$ cat config.mk
export PLATFORM = sky130hd
export DESIGN_NAME = aluSelUnit
export DESIGN_NICKNAME = d
export VERILOG_FILES = /design/src/rtl/aluSelPkg.sv /design/src/rtl/aluFullAdder.sv /design/src/rtl/aluSelCtrl.sv /design/src/rtl/aluSelDatapath.sv /design/src/rtl/aluSelUnit.sv
export SDC_FILE = /design/constraint.sdc
export NUM_CORES = 1
export LEC_CHECK = 0
export ABC_AREA = 1
export BUFFER_PORTS_ARGS = -buffer_cell sky130_fd_sc_hd__buf_2
export CAP_MARGIN = 0
export CORE_MARGIN = 2
export CORE_UTILIZATION = 51
export CTS_CLUSTER_DIAMETER = 200
export DETAILED_ROUTE_END_ITERATION = 8
export PLACE_DENSITY = 0.91
export SLEW_MARGIN = 20
export SYNTH_ARGS = -nofsm -noshare
export SYNTH_HDL_FRONTEND = slang
export SYNTH_HIERARCHICAL = 1
export SYNTH_SLANG_ARGS = --single-unit
$ cat constraint.sdc
create_clock -name clk -period 7.65 [get_ports clk]
set_clock_uncertainty 0.2 [all_clocks]
set_input_delay 0.765 -clock clk [delete_from_list [all_inputs] [get_ports clk]]
set_output_delay 0.765 -clock clk [all_outputs]
set_load 0.01 [all_outputs]
$ cat src/rtl/aluSelPkg.sv
package aluSelPkg;
  typedef enum logic [1:0] {
    B_ZERO  = 2'b00,
    B_PLAIN = 2'b01,
    B_INV   = 2'b10,
    B_ONES  = 2'b11
  } bSrcE;

  typedef enum logic [1:0] {
    L_AND  = 2'b00,
    L_OR   = 2'b01,
    L_XOR  = 2'b10,
    L_NOTA = 2'b11
  } logOpE;

  typedef struct packed {
    logic  useLogic;
    bSrcE  bSrc;
    logOpE logOp;
    logic  carryEn;
  } aluCtrlT;

  localparam int FLAG_BITS = 4;
endpackage

$ cat src/rtl/aluFullAdder.sv
module aluFullAdder (
  input  logic a,
  input  logic b,
  input  logic ci,
  output logic s,
  output logic co
);
  assign s  = a ^ b ^ ci;
  assign co = (a & b) | (ci & (a ^ b));
endmodule

$ cat src/rtl/aluSelCtrl.sv
module aluSelCtrl
  import aluSelPkg::*;
(
  input  logic [2:0] sel,
  output aluCtrlT    ctrl
);
  always_comb begin
    ctrl.useLogic = sel[2];
    ctrl.bSrc     = bSrcE'(sel[1:0]);
    ctrl.logOp    = logOpE'(sel[1:0]);
    ctrl.carryEn  = ~sel[2];
  end
endmodule

$ cat src/rtl/aluSelDatapath.sv
module aluSelDatapath
  import aluSelPkg::*;
#(
  parameter int WIDTH = 4
) (
  input  aluCtrlT           ctrl,
  input  logic [WIDTH-1:0]  opA,
  input  logic [WIDTH-1:0]  opB,
  input  logic              carryIn,
  output logic [WIDTH-1:0]  result,
  output logic              flagCarry,
  output logic              flagSign,
  output logic              flagZero,
  output logic              flagOvf
);
  localparam int MSB = WIDTH - 1;

  logic [WIDTH-1:0] bSide;
  logic [WIDTH-1:0] sumBits;
  logic [WIDTH-1:0] logicBits;
  logic [WIDTH:0]   chain;

  always_comb begin
    unique case (ctrl.bSrc)
      B_ZERO:  bSide = '0;
      B_PLAIN: bSide = opB;
      B_INV:   bSide = ~opB;
      default: bSide = '1;
    endcase
  end

  assign chain[0] = carryIn & ctrl.carryEn;

  for (genvar i = 0; i < WIDTH; i++) begin : g_stage
    aluFullAdder fa_i (
      .a  (opA[i]),
      .b  (bSide[i]),
      .ci (chain[i]),
      .s  (sumBits[i]),
      .co (chain[i+1])
    );
  end

  always_comb begin
    unique case (ctrl.logOp)
      L_AND:   logicBits = opA & opB;
      L_OR:    logicBits = opA | opB;
      L_XOR:   logicBits = opA ^ opB;
      default: logicBits = ~opA;
    endcase
  end

  assign result    = ctrl.useLogic ? logicBits : sumBits;
  assign flagCarry = ~ctrl.useLogic & chain[WIDTH];
  assign flagOvf   = ~ctrl.useLogic & (chain[WIDTH] ^ chain[MSB]);
  assign flagSign  = result[MSB];
  assign flagZero  = ~|result;
endmodule

$ cat src/rtl/aluSelUnit.sv
module aluSelUnit
  import aluSelPkg::*;
#(
  parameter int WIDTH     = 4,
  parameter bit REG_FLAGS = 1'b1
) (
  input  logic                 clk,
  input  logic                 rstN,
  input  logic [WIDTH-1:0]     opA,
  input  logic [WIDTH-1:0]     opB,
  input  logic [2:0]           sel,
  input  logic                 carryIn,
  output logic [WIDTH-1:0]     result,
  output logic                 flagCarry,
  output logic                 flagSign,
  output logic                 flagZero,
  output logic                 flagOvf,
  output logic [FLAG_BITS-1:0] flagsQ
);
  aluCtrlT ctrl;

  aluSelCtrl ctrl_i (
    .sel  (sel),
    .ctrl (ctrl)
  );

  aluSelDatapath #(.WIDTH(WIDTH)) dp_i (
    .ctrl      (ctrl),
    .opA       (opA),
    .opB       (opB),
    .carryIn   (carryIn),
    .result    (result),
    .flagCarry (flagCarry),
    .flagSign  (flagSign),
    .flagZero  (flagZero),
    .flagOvf   (flagOvf)
  );

  logic [FLAG_BITS-1:0] flagsNow;
  assign flagsNow = {flagCarry, flagSign, flagZero, flagOvf};

  if (REG_FLAGS) begin : g_regFlags
    always_ff @(posedge clk) begin
      if (!rstN) flagsQ <= '0;
      else       flagsQ <= flagsNow;
    end
  end else begin : g_passFlags
    assign flagsQ = flagsNow;
  end
endmodule

== Word-level counts from Yosys, hierarchy flattened ==
Index checks and enable logic that the tools add are counted.
Cells by class
  bitwise operators: 30
  multiplexer cells: 3
  reductions and logical operators: 3
  equal/unequal tests: 2
Operators by type and width (number)
  $pmux 4 s3: 2
  $and 1x1->1: 11
  $xor 1x1->1: 9
  $not 4->4: 2
  $and 4x4->4: 1
  $mux 4: 1
  $or 1x1->1: 4
  $or 4x4->4: 1
  $reduce_or 4->1: 1
  $xor 4x4->4: 1
  $eq 2x1->1 const B: 1
  $eq 2x2->1 const B: 1
  $logic_not 2->1: 1
  $logic_not 1->1: 1
  $not 1->1: 1
Storage, ports and cells
  flip-flop bits (word level): 4
  word-level logic and storage cells: 39
  output and inout bits: 12

== Longest topological paths before layout ==
  depth after elaboration: 13
  depth in mapped cells: 14
  mapped depth without buffers: 14

== Cells and area by module ==
The synthesis kept the hierarchy.
By module, submodules not included
  aluSelDatapath: times used 1, area each 432.9 µm², cells an instance 83
  aluSelUnit: times used 1, area each 110.1 µm², cells an instance 12
  aluFullAdder: times used 4, area each 20.0 µm², cells an instance 1
  aluSelCtrl: times used 1, area each 41.3 µm², cells an instance 6

== Least setup slack after synthesis ==
Ideal clock, no wire load.
  kind: input port to output port
  start: input sel[1]
  end: output flagZero
  arrival time: 3.172 ns
  setup slack: 3.513 ns
  stages: 12
  path through: buf_4 -> inv_1 -> o21ai_0 -> fa_1 -> fa_1 -> fa_1 -> fa_1 -> inv_1 -> nor2_1 -> a21oi_1 -> nand2_1 -> nor2_1
Between the ends
  word-level cells in the longest chain between the ends: 13
Ends and longest elaborated chain
  start, declared: line aluSelUnit.sv:11  | input logic [2:0] sel,
  $eq 2x2->1, or another cell as far along: line aluSelDatapath.sv:24  | unique case (ctrl.bSrc)
  $pmux 4 s3 (*): line aluSelDatapath.sv:24
  via dp_i.bSide[0]: line aluSelDatapath.sv:18  | logic [WIDTH-1:0] bSide;
  $xor 1x1->1: line aluFullAdder.sv:9  | assign co = (a & b) | (ci & (a ^ b));
  $and 1x1->1: line aluFullAdder.sv:9
  $or 1x1->1 (*): line aluFullAdder.sv:9
  via dp_i.chain[1]: line aluSelDatapath.sv:21  | logic [WIDTH:0] chain;
  $and 1x1->1 (*): line aluFullAdder.sv:9
  [1 not listed]
  via dp_i.chain[2]: line aluSelDatapath.sv:21
  $and 1x1->1 (*): line aluFullAdder.sv:9
  $or 1x1->1 (*): line aluFullAdder.sv:9
  via dp_i.chain[3]: line aluSelDatapath.sv:21
  $xor 1x1->1 (*): line aluFullAdder.sv:8  | assign s = a ^ b ^ ci;
  via dp_i.sumBits[3]: line aluSelDatapath.sv:19  | logic [WIDTH-1:0] sumBits;
  $mux 4 (*): line aluSelDatapath.sv:53  | assign result = ctrl.useLogic ? logicBits : sumBits;
  $reduce_or 4->1 (*): line aluSelDatapath.sv:57  | assign flagZero = ~|result;
  $logic_not 1->1 (*): line aluSelDatapath.sv:57
  end, declared: line aluSelUnit.sv:16  | output logic flagZero,
Mark *: on every way through the listed nets, which the timed path passes. The rest lies on a longest branch.

== Worst setup path after layout ==
Same ends and word-level chain as after synthesis.

==> results.md <==
* Worst slew pin tran at roughly 0.32 ns
* First-pass GRT wire length at 2190 um
* Top cells by count, synth: 32 x inv_1, 15 x nand2_1, 8 x ha_1, 8 x nor2_1, 8 x o21ai_0
* Outcome: complete, no violations
* Htree depth at 1
* TNS Setup at 0 ns
* Final hold vios at 0
* Clock root buffer: clkbuf_4
* Count leader, synth: inv_1
* DRT iter0 DRCs at 20
* Clock-pin slew on the worst setup and hold paths at about 0.04 ns
* Filler cell count at roughly 110
* Critical Path AT at between 3 and 4 ns
* CTS tree: built
* DIE AREA at 1610 um^2
* Maximum VDD drop at about 0.000076 V
* Grt ovf at 0
* Vias at approximately 670
* Final worst slack at 3.21 ns
* Achievable Freq at roughly 230 MHz
* Pwr dens at about 130 nW/um^2
* Postcts setup bufs at 0
* Final worst path period share at around 58%
* Syn_area_per_cell at roughly 6.3 um^2
* Antenna violations before repair at 0
* Headroom to the max-slew limit at between 70% and 80%
* Row count at 13
* Clk pwr share at a little over a quarter
* Remaining DRCs at 0
* WL/cell at 9.91 um
* Total power at roughly 0.099 mW
* Max-cap violation count at 0
* Final setup fails at 0
* Psw at roughly 0.039 mW
* Post-synth top area cell: inv_1
* Mapped cell area at 664 um^2
* Largest regs: flagsQ (4)
* DR vias/cell at ~4.8
* Unrepaired setup endpoints after global routing: no
* Post-Synthesis Cells at roughly 110
* Clk sinks at 4
* CTS-repair resized insts at 0
* Synth top area share at a little under a fifth
* Seq cells post-synth at 4
* Number of global-route vias before repair at 570
* Sw Share at about two fifths
* Chip height at ~40 um
* YS warnings at 6
* GRT Overall Usage at about 20%
* Critical path type: in2out
* Initial Utilization at between 50% and 60%
* Worst hold path class: in2reg
* Max-slew violations at 0
* CP max FO at 9
* Synth Flop Type: dfxtp_1
* Die extent in x at about 40 um
* Synth top area cells: inv_1 18%, ha_1 15%, dfxtp_1 12%
* Async SR Flop Fraction at 0%
* WP data required at around 6.7 ns
* Sequential area share after synthesis at about 12%
* Hold WS at between 0.5 and 0.6 ns
* Comb power frac at about half
* GPL Wtd Cong at ~0.86
* Port bufs at 25
* CTS max path bufs at 2
* Inserted Diodes at 0
* Crit path time final at roughly 4.4 ns
* Initial DRT Pass Iterations at 6
* Crit start category: primary input
* Setup crit end kind: output pin
* Area delta synth->final at 16.9%
* Layout cell share with drive strength beyond 1 at between 20% and 30%
* P_leak at just over 0.5 nW
* Pin count of the biggest net entering global routing at 15
* Hold-fix buffers, CTS at 0
* Max FFs per register at 4
* Core area at around 1300 um^2
* Final Util at 62.0%
* Number of top-level pins at 26
* Sequential fraction of design power at approximately a quarter
* Internal at ~0.060 mW
* Detail Placement HPWL at 1140 um
* Worst slack, placed at 3.28 ns
* Yosys cell types at 17
* Detailed Route WL at ~1400 um
* Largest Register: flagsQ
* Detail Route Antenna Nets at 0
* EDFF count, synth at 0
* CTS Buf Count at 3
* Nets at between 150 and 200
* Mapped Nets at 131
-- metal layers --
layer,GRT usage [%],share of wire (%),vias to the layer above
met2,36.3,51,12
li1,-,-,345
met4,0,0,0
met5,0,0,-
met3,5.00,2.6,0
met1,24.7,46,316
-- cell type report --
class	count	area, um^2	share of cell area, %
Clock buffer	3	22.5	2.90
Inverter	32	120	15.5
Multi-Input combinational cell	61	410	52.8
Sequential cell	4	80.1	10.3
Tap cell	15	18.8	2.42
Timing Repair Buffer	25	125	16.1
-- path summary, 6_finish.rpt --
kind / cells past startpoint / endpoint / slack [ns] / startpoint
max: 13 / flagZero / 3.21 / sel[1]
min: 3 / flagsQ[1] / 0.56 / rstN
-- power by group through the flow --
| stage | sequential [mW] | combinational [mW] | clock [mW] |
|---|---|---|---|
| floorplan | 0.0244 | 0.0329 | 0 |
| global placement | 0.0233 | 0.0475 | 0 |
| detailed placement | 0.0235 | 0.0485 | 0 |
| CTS | 0.0232 | 0.0491 | 0.0270 |
| global route | 0.0232 | 0.0574 | 0.0279 |
| finish | 0.0232 | 0.0490 | 0.0266 |
-- kinds of logic after synthesis --
family | Yosys count | synth area share [%]
DFF | 4 | 12.1
and+or+nand+nor | 32 | 20.7
AOI/OAI and AO/OA | 16 | 12.6
buffers and inverters | 40 | 26.2
adders and majority gates | 12 | 27.1
xor gates and xnor gates | 1 | 1.32
-- cell usage in the layout (no fill, tap or decap), types with 4 or more instances in the layout --
cell	count
inv_1	32
buf_2	25
nand2_1	15
o21ai_0	8
nor2_1	8
ha_1	8
nand3_1	6
o21ai_1	4
fa_1	4
dfxtp_1	4
-- critical path, stage by stage --
cell     delay [ns]
buf_2          0.15
inv_1          0.11
o21ai_0        0.11
fa_1           0.42
fa_1           0.39
fa_1           0.43
fa_1           0.44
inv_1          0.06
nor2_1         0.04
a21oi_1        0.16
nand2_1        0.08
nor2_1         0.15
buf_2          0.16
-- metrics by stage --
step | instances | area, um^2
CTS | 140 | 777
detailed placement | 137 | 754
finish | 140 | 777
floorplan | 105 | 664
global placement | 137 | 754
global route | 140 | 777
No activity file was read; power rests on OpenSTA's default activity.
